`src/rtl/tmr_pkg.sv`:
```
package tmr_pkg;
  localparam int OP_W   = 2;
  localparam int SRC_W  = 3;
  localparam int CTRL_W = OP_W + SRC_W;
  localparam int N_CH   = 2;
  localparam int N_RATE = 4;
  localparam int CH_STRIDE = 16;

  localparam logic [7:0] OFS_RELOAD = 8'h00;
  localparam logic [7:0] OFS_COUNT  = 8'h04;
  localparam logic [7:0] OFS_CTRL   = 8'h08;
  localparam logic [7:0] OFS_TIME   = 8'h38;
  localparam logic [7:0] OFS_MASK   = 8'h48;
  localparam logic [7:0] OFS_ACK    = 8'h4C;
  localparam logic [7:0] OFS_RAW    = 8'h50;
  localparam logic [7:0] OFS_MSKD   = 8'h54;

  typedef enum logic [OP_W-1:0] {
    OP_LOAD = 2'd0,
    OP_HOLD = 2'd1,
    OP_RUN  = 2'd2,
    OP_BAD  = 2'd3
  } op_e;

  localparam logic [SRC_W-1:0] SRC_EXT = 3'd0;
  localparam logic [SRC_W-1:0] SRC_OFF = 3'd1;
endpackage

```
`src/rtl/tmr_channel.sv`:
```
module tmr_channel
  import tmr_pkg::*;
#(
  parameter int CNT_W = 32
) (
  input  logic                clk,
  input  logic                rst,
  input  logic                reload_we,
  input  logic                ctrl_we,
  input  logic [31:0]         wdata,
  input  logic [N_RATE-1:0]   rate_tick,
  input  logic                ext_tick,
  output logic [CNT_W-1:0]    reload_o,
  output logic [CTRL_W-1:0]   ctrl_o,
  output logic [CNT_W-1:0]    count_o,
  output logic                expire_o
);
  logic [CNT_W-1:0]  reload_q, count_q;
  logic [CTRL_W-1:0] ctrl_q;
  logic [OP_W-1:0]   op;
  logic [SRC_W-1:0]  src;
  logic              tick;

  assign op  = ctrl_q[OP_W-1:0];
  assign src = ctrl_q[CTRL_W-1:OP_W];

  always_comb begin
    if (src[SRC_W-1])
      tick = rate_tick[src[1:0]];
    else if (src == SRC_EXT)
      tick = ext_tick;
    else
      tick = 1'b0;
  end

  assign expire_o = (op == OP_RUN) && tick && (count_q == '0);

  always_ff @(posedge clk) begin
    if (rst) begin
      reload_q <= '0;
      ctrl_q   <= {SRC_OFF, OP_HOLD};
      count_q  <= '0;
    end else begin
      if (reload_we) reload_q <= wdata[CNT_W-1:0];
      if (ctrl_we)   ctrl_q   <= wdata[CTRL_W-1:0];
      case (op)
        OP_LOAD: count_q <= reload_q;
        OP_RUN: if (tick) count_q <= (count_q == '0) ? reload_q : count_q - 1'b1;
        default: count_q <= count_q;
      endcase
    end
  end

  assign reload_o = reload_q;
  assign ctrl_o   = ctrl_q;
  assign count_o  = count_q;

  assert_hold_frozen_R5: assert property (@(posedge clk) disable iff (rst)
    (op == OP_HOLD || op == OP_BAD) |=> $stable(count_q));
  assert_load_tracks_R4: assert property (@(posedge clk) disable iff (rst)
    (op == OP_LOAD) |=> (count_q == $past(reload_q)));
endmodule

```
`src/rtl/tmr_irq_ctrl.sv`:
```
module tmr_irq_ctrl
  import tmr_pkg::*;
(
  input  logic            clk,
  input  logic            rst,
  input  logic            mask_we,
  input  logic            ack_we,
  input  logic [N_CH-1:0] wdata,
  input  logic [N_CH-1:0] expire,
  output logic [N_CH-1:0] raw_o,
  output logic [N_CH-1:0] mask_o,
  output logic            irq_o
);
  logic [N_CH-1:0] raw_q, mask_q, raw_d, mask_d, clr;
  logic            irq_q;

  assign clr    = ack_we ? wdata : '0;
  assign raw_d  = (raw_q & ~clr) | expire;
  assign mask_d = mask_we ? wdata : mask_q;

  always_ff @(posedge clk) begin
    if (rst) begin
      raw_q  <= '0;
      mask_q <= '0;
      irq_q  <= 1'b0;
    end else begin
      raw_q  <= raw_d;
      mask_q <= mask_d;
      irq_q  <= |(raw_d & mask_d);
    end
  end

  assign raw_o  = raw_q;
  assign mask_o = mask_q;
  assign irq_o  = irq_q;

  for (genvar i = 0; i < N_CH; i++) begin : g_chk
    assert_expire_sets_R6: assert property (@(posedge clk) disable iff (rst)
      expire[i] |=> raw_q[i]);
    assert_ack_clears_R8: assert property (@(posedge clk) disable iff (rst)
      (ack_we && wdata[i] && !expire[i]) |=> !raw_q[i]);
  end
  assert_irq_follows_R9: assert property (@(posedge clk) disable iff (rst)
    1'b1 |=> (irq_q == |(raw_q & mask_q)));
endmodule

```
`src/rtl/tmr_dual_timer.sv`:
```
module tmr_dual_timer
  import tmr_pkg::*;
#(
  parameter int ADDR_W = 8,
  parameter int CNT_W  = 32,
  parameter int TIME_W = 32
) (
  input  logic              clk,
  input  logic              rst,
  input  logic              bus_en,
  input  logic              bus_we,
  input  logic [ADDR_W-1:0] bus_addr,
  input  logic [31:0]       bus_wdata,
  output logic [31:0]       bus_rdata,
  input  logic [3:0]        rate_tick,
  input  logic [1:0]        ext_tick,
  output logic              irq
);
  logic              aligned, wr;
  logic [7:0]        ofs;
  logic [N_CH-1:0]   reload_we, ctrl_we, expire, raw, mask;
  logic [CNT_W-1:0]  reload_arr [N_CH];
  logic [CNT_W-1:0]  count_arr  [N_CH];
  logic [CTRL_W-1:0] ctrl_arr   [N_CH];
  logic [TIME_W-1:0] time_q;
  logic [31:0]       rd_mux, rdata_q;

  assign ofs     = 8'(bus_addr);
  assign aligned = (bus_addr[1:0] == 2'b00) && (bus_addr == ADDR_W'(ofs));
  assign wr      = bus_en && bus_we && aligned;

  for (genvar c = 0; c < N_CH; c++) begin : g_ch
    localparam logic [7:0] BASE = 8'(c * CH_STRIDE);
    assign reload_we[c] = wr && (ofs == BASE + OFS_RELOAD);
    assign ctrl_we[c]   = wr && (ofs == BASE + OFS_CTRL);
    tmr_channel #(.CNT_W(CNT_W)) u_ch (
      .clk(clk), .rst(rst), .reload_we(reload_we[c]), .ctrl_we(ctrl_we[c]),
      .wdata(bus_wdata), .rate_tick(rate_tick), .ext_tick(ext_tick[c]),
      .reload_o(reload_arr[c]), .ctrl_o(ctrl_arr[c]), .count_o(count_arr[c]),
      .expire_o(expire[c]));
  end

  tmr_irq_ctrl u_irq (
    .clk(clk), .rst(rst),
    .mask_we(wr && (ofs == OFS_MASK)), .ack_we(wr && (ofs == OFS_ACK)),
    .wdata(bus_wdata[N_CH-1:0]), .expire(expire),
    .raw_o(raw), .mask_o(mask), .irq_o(irq));

  always_comb begin
    rd_mux = '0;
    if (aligned) begin
      for (int c = 0; c < N_CH; c++) begin
        if (ofs == 8'(c * CH_STRIDE) + OFS_RELOAD) rd_mux = 32'(reload_arr[c]);
        if (ofs == 8'(c * CH_STRIDE) + OFS_COUNT)  rd_mux = 32'(count_arr[c]);
        if (ofs == 8'(c * CH_STRIDE) + OFS_CTRL)   rd_mux = 32'(ctrl_arr[c]);
      end
      case (ofs)
        OFS_TIME: rd_mux = 32'(time_q);
        OFS_MASK: rd_mux = 32'(mask);
        OFS_RAW:  rd_mux = 32'(raw);
        OFS_MSKD: rd_mux = 32'(raw & mask);
        default: ;
      endcase
    end
  end

  always_ff @(posedge clk) begin
    if (rst) begin
      time_q  <= '0;
      rdata_q <= '0;
    end else begin
      time_q <= time_q + 1'b1;
      if (bus_en && !bus_we) rdata_q <= rd_mux;
    end
  end

  assign bus_rdata = rdata_q;

  assert_misaligned_zero_R2: assert property (@(posedge clk) disable iff (rst)
    (bus_en && !bus_we && bus_addr[1:0] != 2'b00) |=> (bus_rdata == '0));
  assert_ack_reads_zero_R8: assert property (@(posedge clk) disable iff (rst)
    (bus_en && !bus_we && bus_addr == ADDR_W'(OFS_ACK)) |=> (bus_rdata == '0));
  assert_time_steps_R10: assert property (@(posedge clk) disable iff (rst)
    1'b1 |=> (time_q == $past(time_q) + 1'b1));
  assert_rdata_stable_R2: assert property (@(posedge clk) disable iff (rst)
    !bus_en |=> $stable(bus_rdata));
endmodule

```
`config.mk`:
```
export PLATFORM = sky130hd
export DESIGN_NAME = tmr_dual_timer
export DESIGN_NICKNAME = d
export VERILOG_FILES = /design/src/rtl/tmr_pkg.sv /design/src/rtl/tmr_channel.sv /design/src/rtl/tmr_irq_ctrl.sv /design/src/rtl/tmr_dual_timer.sv
export SDC_FILE = /design/constraint.sdc
export NUM_CORES = 1
export LEC_CHECK = 0
export BUFFER_PORTS_ARGS = -buffer_cell sky130_fd_sc_hd__buf_4
export CORE_AREA = 2 2 177 110
export CTS_CLUSTER_SIZE = 10
export DETAILED_ROUTE_END_ITERATION = 16
export DIE_AREA = 0 0 179 112
export MAX_ROUTING_LAYER = met4
export PLACE_DENSITY = 0.79
export SLEW_MARGIN = 20
export SYNTH_ARGS = -nofsm -noshare
export SYNTH_HDL_FRONTEND = slang
export SYNTH_SLANG_ARGS = --single-unit
export TNS_END_PERCENT = 50
```
`constraint.sdc`:
```
create_clock -name clk -period 2.7 [get_ports clk]
set_clock_uncertainty 0.05 [all_clocks]
set_input_delay 0.405 -clock clk [delete_from_list [all_inputs] [get_ports clk]]
set_output_delay 0.405 -clock clk [all_outputs]
set_load 0.1 [all_outputs]
```
# Word-level counts from Yosys, hierarchy flattened
# Cells that the tools add are included.
# word_totals
register_bits	207
inputBits	50
out_inout_bits	33
elab_cells	86
# classes
n_addsub	3
n_lt_le_gt_ge	2
eq_ne	14
muxes	24
bitwise_logic	5
reduce_logical	27
# op_table
cell	n
2-to-1 mux 32 bit	11
case mux 32 bit (2 select lines)	2
case mux 32 bit (4 select lines)	1
zero test 32 bit	2
subtractor 32 x 1 -> 32 bit (second input constant)	2
adder 32 x 1 -> 32 bit (second input constant)	1
equality test 8 x 7 -> 1 bit (second input constant)	4
equality test 8 x 5 -> 1 bit (second input constant)	3
logical AND 1 bit	13
equality test 8 x 3 -> 1 bit (second input constant)	1
equality test 8 x 4 -> 1 bit (second input constant)	1
equality test 8 x 6 -> 1 bit (second input constant)	1
zero test 8 bit	1
bitwise AND 2 bit	3
zero test 2 bit	3
zero test 3 bit	2
< comparator 2 x 3 -> 1 bit (second input constant)	2
2-to-1 mux 1 bit	6
binary-select mux 1 bit (select 2 bit)	2
equality test 2 bit (second input constant)	2
2-to-1 mux 2 bit	2
inequality test 2 x 1 -> 1 bit (second input constant)	2
AND reduction 2 bit	2
nonzero test 2 bit	2
other kinds (4)	4

# Depth between registers and ports, before layout
# logic_depth
depth_word	9
depth_mapped	10
mapped_depth_nobuf	8

# Cells and area by module
# From an unflattened synthesis, not the netlist that was laid out.
# unflattened
hier_cells	1332
hier_area_um2	11114.4
# by_module_without_submodules
mod	n_inst	cells_each	area_per_inst_um2	seq_area_each_um2
tmr_channel	2	409	3530.9	1381.3
tmr_dual_timer	1	497	3885.0	1281.2
tmr_irq_ctrl	1	17	167.7	100.1

# Worst setup path after synthesis
# OpenSTA, ideal clock, no wires.
# synth_timing
kind	register to register
from	reg g_ch[0].u_ch.count_q[19]
to	reg g_ch[0].u_ch.count_q[15]
setup_ns	0.136
arrival_ns	2.300
t_required_ns	2.514
slack_ns	0.214
stages_incl_launch_ff	9
path_buffers	2
synth_period_minus_slack_ns	2.486
path_cell_list	dfxtp_1 -> or4_1 -> clkbuf_1 -> or4_4 -> o31ai_4 -> buf_6 -> nor3_1 -> a21oi_1 -> o32ai_1
# synth_via
elab_chain_len	4
# synth_lines
element	line_no	source
start: declaration	tmr_channel.sv:18	logic [CNT_W-1:0] reload_q, count_q;
start signal: assignment	tmr_channel.sv:47	OP_LOAD: count_q <= reload_q;
start signal: assignment	tmr_channel.sv:48	OP_RUN: if (tick) count_q <= (count_q == '0) ? reload_q : count_q - 1'b1;
start signal: assignment	tmr_channel.sv:49	default: count_q <= count_q;
zero test 32 bit	tmr_channel.sv:48	
2-to-1 mux 32 bit (2 in a row)	tmr_channel.sv:48	
case mux 32 bit (2 select lines)	tmr_channel.sv:46	case (op)
# Every way passes these cells. The select of a mux whose other input is x is not followed.
# A chain may end at the register's enable or synchronous reset.

# Worst setup path after layout
# layout_timing
from	reg g_ch[0].u_ch.count_q[20]
to	reg g_ch[0].u_ch.count_q[7]
# Same word-level chain as after synthesis.

==> flow_metrics.tcl <==
set metrics [dict create \
    grt_pass1_wl_um 59110 \
    power_leakage_nw 4.783 \
    wl_per_cell_um 20.98 \
    p_seq_share_pct 47.8 \
    r2r_setup_slack_ps 140 \
    core_mm2 0.01849 \
    combPwrFrac_pct 7.5 \
    syn_area_mm2 0.01088 \
    die_w_um 179 \
    crit_end "g_ch[0].u_ch.count_o[7]$_SDFFE_PP0P_" \
    syn_area_per_cell_um2 7.537 \
    placed_cell_area_mm2 0.01214 \
    wirelength_um 37160 \
    nets 1578 \
    period_share_pct 94.78 \
    required_ps 3030 \
    drtAntennaViolNets 0 \
    criticalPathCategory "reg -> reg" \
    post-dp-hpwl_um 26630 \
    final.setup.tns_ps 0 \
    post_cts.repair.setup_buffers 0 \
    cts.clk_slew.worst_paths_ps 60 \
    mostFrequentLayoutCell "dfxtp_1" \
    cts_buffers 24 \
    clock_sinks 207 \
    synthArstFlopShare_pct 0 \
    maxSlewViolCount 0 \
    ys_seq_area_share_pct 38.10 \
    arrival_ps 2890 \
    r2r-end "g_ch[0].u_ch.count_o[7]$_SDFFE_PP0P_" \
    grtUsageTotal_pct 38.39 \
    die_h_um 112 \
    cts-root-buf "clkbuf_16" \
    port_buffers 82 \
    switching_power_mw 1.609 \
    cp.depth 7 \
    cp_top_family "simple AND/OR/NAND/NOR gates" \
    final_cell_mix "dfxtp_1 (207), nand2_1 (192), a21oi_1 (162)" \
    ctsHoldBuffers 0 \
    drt_iter0_markers 1890 \
    vias_per_cell 6.663 \
    worst_r2r_path_depth 7 \
    grt_pass1_vias 10860 \
    drc 0 \
    place_congestion 1.023 \
    power.total_mw 6.474 \
    outcome "finished clean" \
    cts_tree "done" \
    fmax_mhz 390.8 \
    worstPathMaxFanout 35 \
    end_kind "register" \
    io_pins 83 \
    syn_nets 1497 \
    cap_violations 0 \
    rows 39 \
    min_period_ps 2559 \
    final_area_mm2 0.01281 \
    synth-edff-count 0 \
    n_fill_cell 1606 \
    crit_buf_inv 1 \
    clock_power_share_pct 44.7 \
    area_delta_synth_final_pct 17.79 \
    ys_warn_count 0 \
    clk_path_buf_depth 3 \
    synth_cell_types 71 \
    dr.pass1.iters 7 \
    clk_latency_ps 530 \
    gr-total-overflow 0 \
    whs_ps 85.26 \
    cts.htree.levels 1 \
    antenna_cells 0 \
    powerDensity_mw_per_mm2 505.4 \
    maxSlewHeadroom_pct 62.70 \
    grt_max_degree 86 \
    worstReg2RegStart "g_ch[0].u_ch.count_o[20]$_SDFFE_PP0P_" \
    setup_viol 0 \
    cpPeakStageDelay_ps 590 \
    num_vias 11800 \
    synthFlopType "dfxtp_1" \
    holdCritPathClass "in -> reg" \
    irDropWorstVdd_v 0.0004182 \
    antenna_found_initial 0 \
    switching_share_pct 24.85 \
    dieArea_mm2 0.02005 \
    startpoint_type "register" \
    worst_slew_pin_slew_ps 559.5 \
    crit_chain "or4_1 > or4_4 > o31ai_4 > buf_12 > nor3_1 > a21oi_1 > o32ai_1" \
    drive_above_1_share_pct 14.23 \
    synth_cells 1443 \
    synth_seq_cells 207 \
    p_int_mw 4.865 \
    crit_slowest_cell "or4_4" \
    initial_utilization_pct 58.81 \
    final_hold_viol_count 0 \
    crit_start "g_ch[0].u_ch.count_o[20]$_SDFFE_PP0P_" \
]
area by class of cell:
type | count | area, µm² | area share [%]
multi-input combinational | 1073 | 6167 | 48.14
sequential | 207 | 4144 | 32.35
timing repair buffer | 161 | 1334 | 10.41
inverter | 57 | 214.0 | 1.670
tap | 246 | 307.8 | 2.403
clock buffer | 27 | 643.1 | 5.021
worst min-delay path by stage:
stage / start / cells after the start / endpoint / slack, ps
CTS: bus_wdata[20] / 3 / g_ch[0].u_ch.reload_o[20]$_SDFFE_PP0P_ / 70
detailed placement: g_ch[1].u_ch.count_o[30]$_SDFFE_PP0P_ / 2 / g_ch[1].u_ch.count_o[30]$_SDFFE_PP0P_ / 410
floorplan: time_q[0]$_SDFF_PP0_ / 1 / time_q[0]$_SDFF_PP0_ / 380
finish: bus_wdata[20] / 3 / g_ch[0].u_ch.reload_o[20]$_SDFFE_PP0P_ / 90
global placement: bus_rdata[2]$_SDFFE_PP0P_ / 2 / bus_rdata[2]$_SDFFE_PP0P_ / 390
global route: bus_wdata[21] / 3 / g_ch[0].u_ch.reload_o[21]$_SDFFE_PP0P_ / 90
power groups by stage:
| stage | clock network, mW | logic (mW) | registers, mW |
|---|---|---|---|
| CTS | 2.89 | 0.479 | 3.09 |
| global placement | 0 | 0.471 | 3.16 |
| global route | 3.03 | 0.513 | 3.09 |
| finish | 2.89 | 0.487 | 3.09 |
| detailed placement | 0 | 0.477 | 3.16 |
| floorplan | 0 | 0.166 | 3.29 |
metrics by stage:
stage	instances	worst slack, ps	utilization [%]
finish	1771	140.9	69.26
global route	1771	-10.60	69.26
CTS	1771	29.60	69.13
detailed placement	1744	39.93	65.65
global placement	1744	67.06	65.65
floorplan	1443	214.4	-
worst register-to-register path: cells and delay by family, from the launching register on:
family / cells / cell delay [ps]
AO/OA/AOI/OAI: 3 / 570
AND/OR/NAND/NOR: 3 / 1240
flip-flops: 1 / 340
buffers and inverters: 1 / 230
cells in the mapped netlist (12+ instances only):
master      n  area, µm²
nor4_1     27      168.9
or4_1      12      90.09
a21oi_1   162      810.8
o21ai_0    64      320.3
nand4_1    13      81.33
nand3_1    57      285.3
xnor2_1    15      131.4
nor2_1    144      540.5
clkbuf_1   92      345.3
mux2i_1    17      170.2
and3_1     13      81.33
a211oi_1   20      150.1
dfxtp_1   207       4144
xor2_1     14      122.6
a22oi_1    21      157.7
nor3_1     70      350.3
or3_1      13      81.33
nand2_1   192      720.7
inv_1      57      214.0
o32ai_1    40      350.3
a222oi_1   22      220.2
what timing repair did:
action | CTS | global route
endpoints found under the hold margin | 0 | 0
resized for setup | 0 | 5
endpoints found under the setup margin | 0 | 40
metal layers:
layer,GRT usage (%),up-vias,part of all wire (%)
met3,9.324,107,13
met1,54.63,5483,43
met2,53.08,785,41
li1,-,5426,-
met5,-,-,0
met4,12.30,0,3.5
sequential cells by signal, indices dropped and copies added (netlist names):
name / count
g_ch.u_ch.count_o: 64
g_ch.u_ch.reload_o: 64
bus_rdata: 32
time_q: 32
g_ch.u_ch.ctrl_o: 10
u_irq.mask_o: 2
u_irq.raw_o: 2
u_irq.irq_o: 1
kinds of logic (layout without fill, tap and decap cells):
logic type / count (synthesis) / in the layout / share of synthesized area [%]
fa+ha+maj: 4 / 4 / 0.4602
mux: 18 / 18 / 1.668
buf+inv: 163 / 245 / 5.902
simple gates: 601 / 601 / 26.31
compound gates: 421 / 421 / 25.22
flops: 207 / 207 / 38.10
xor+xnor: 29 / 29 / 2.336
No activity file was read; power rests on OpenSTA's default activity.
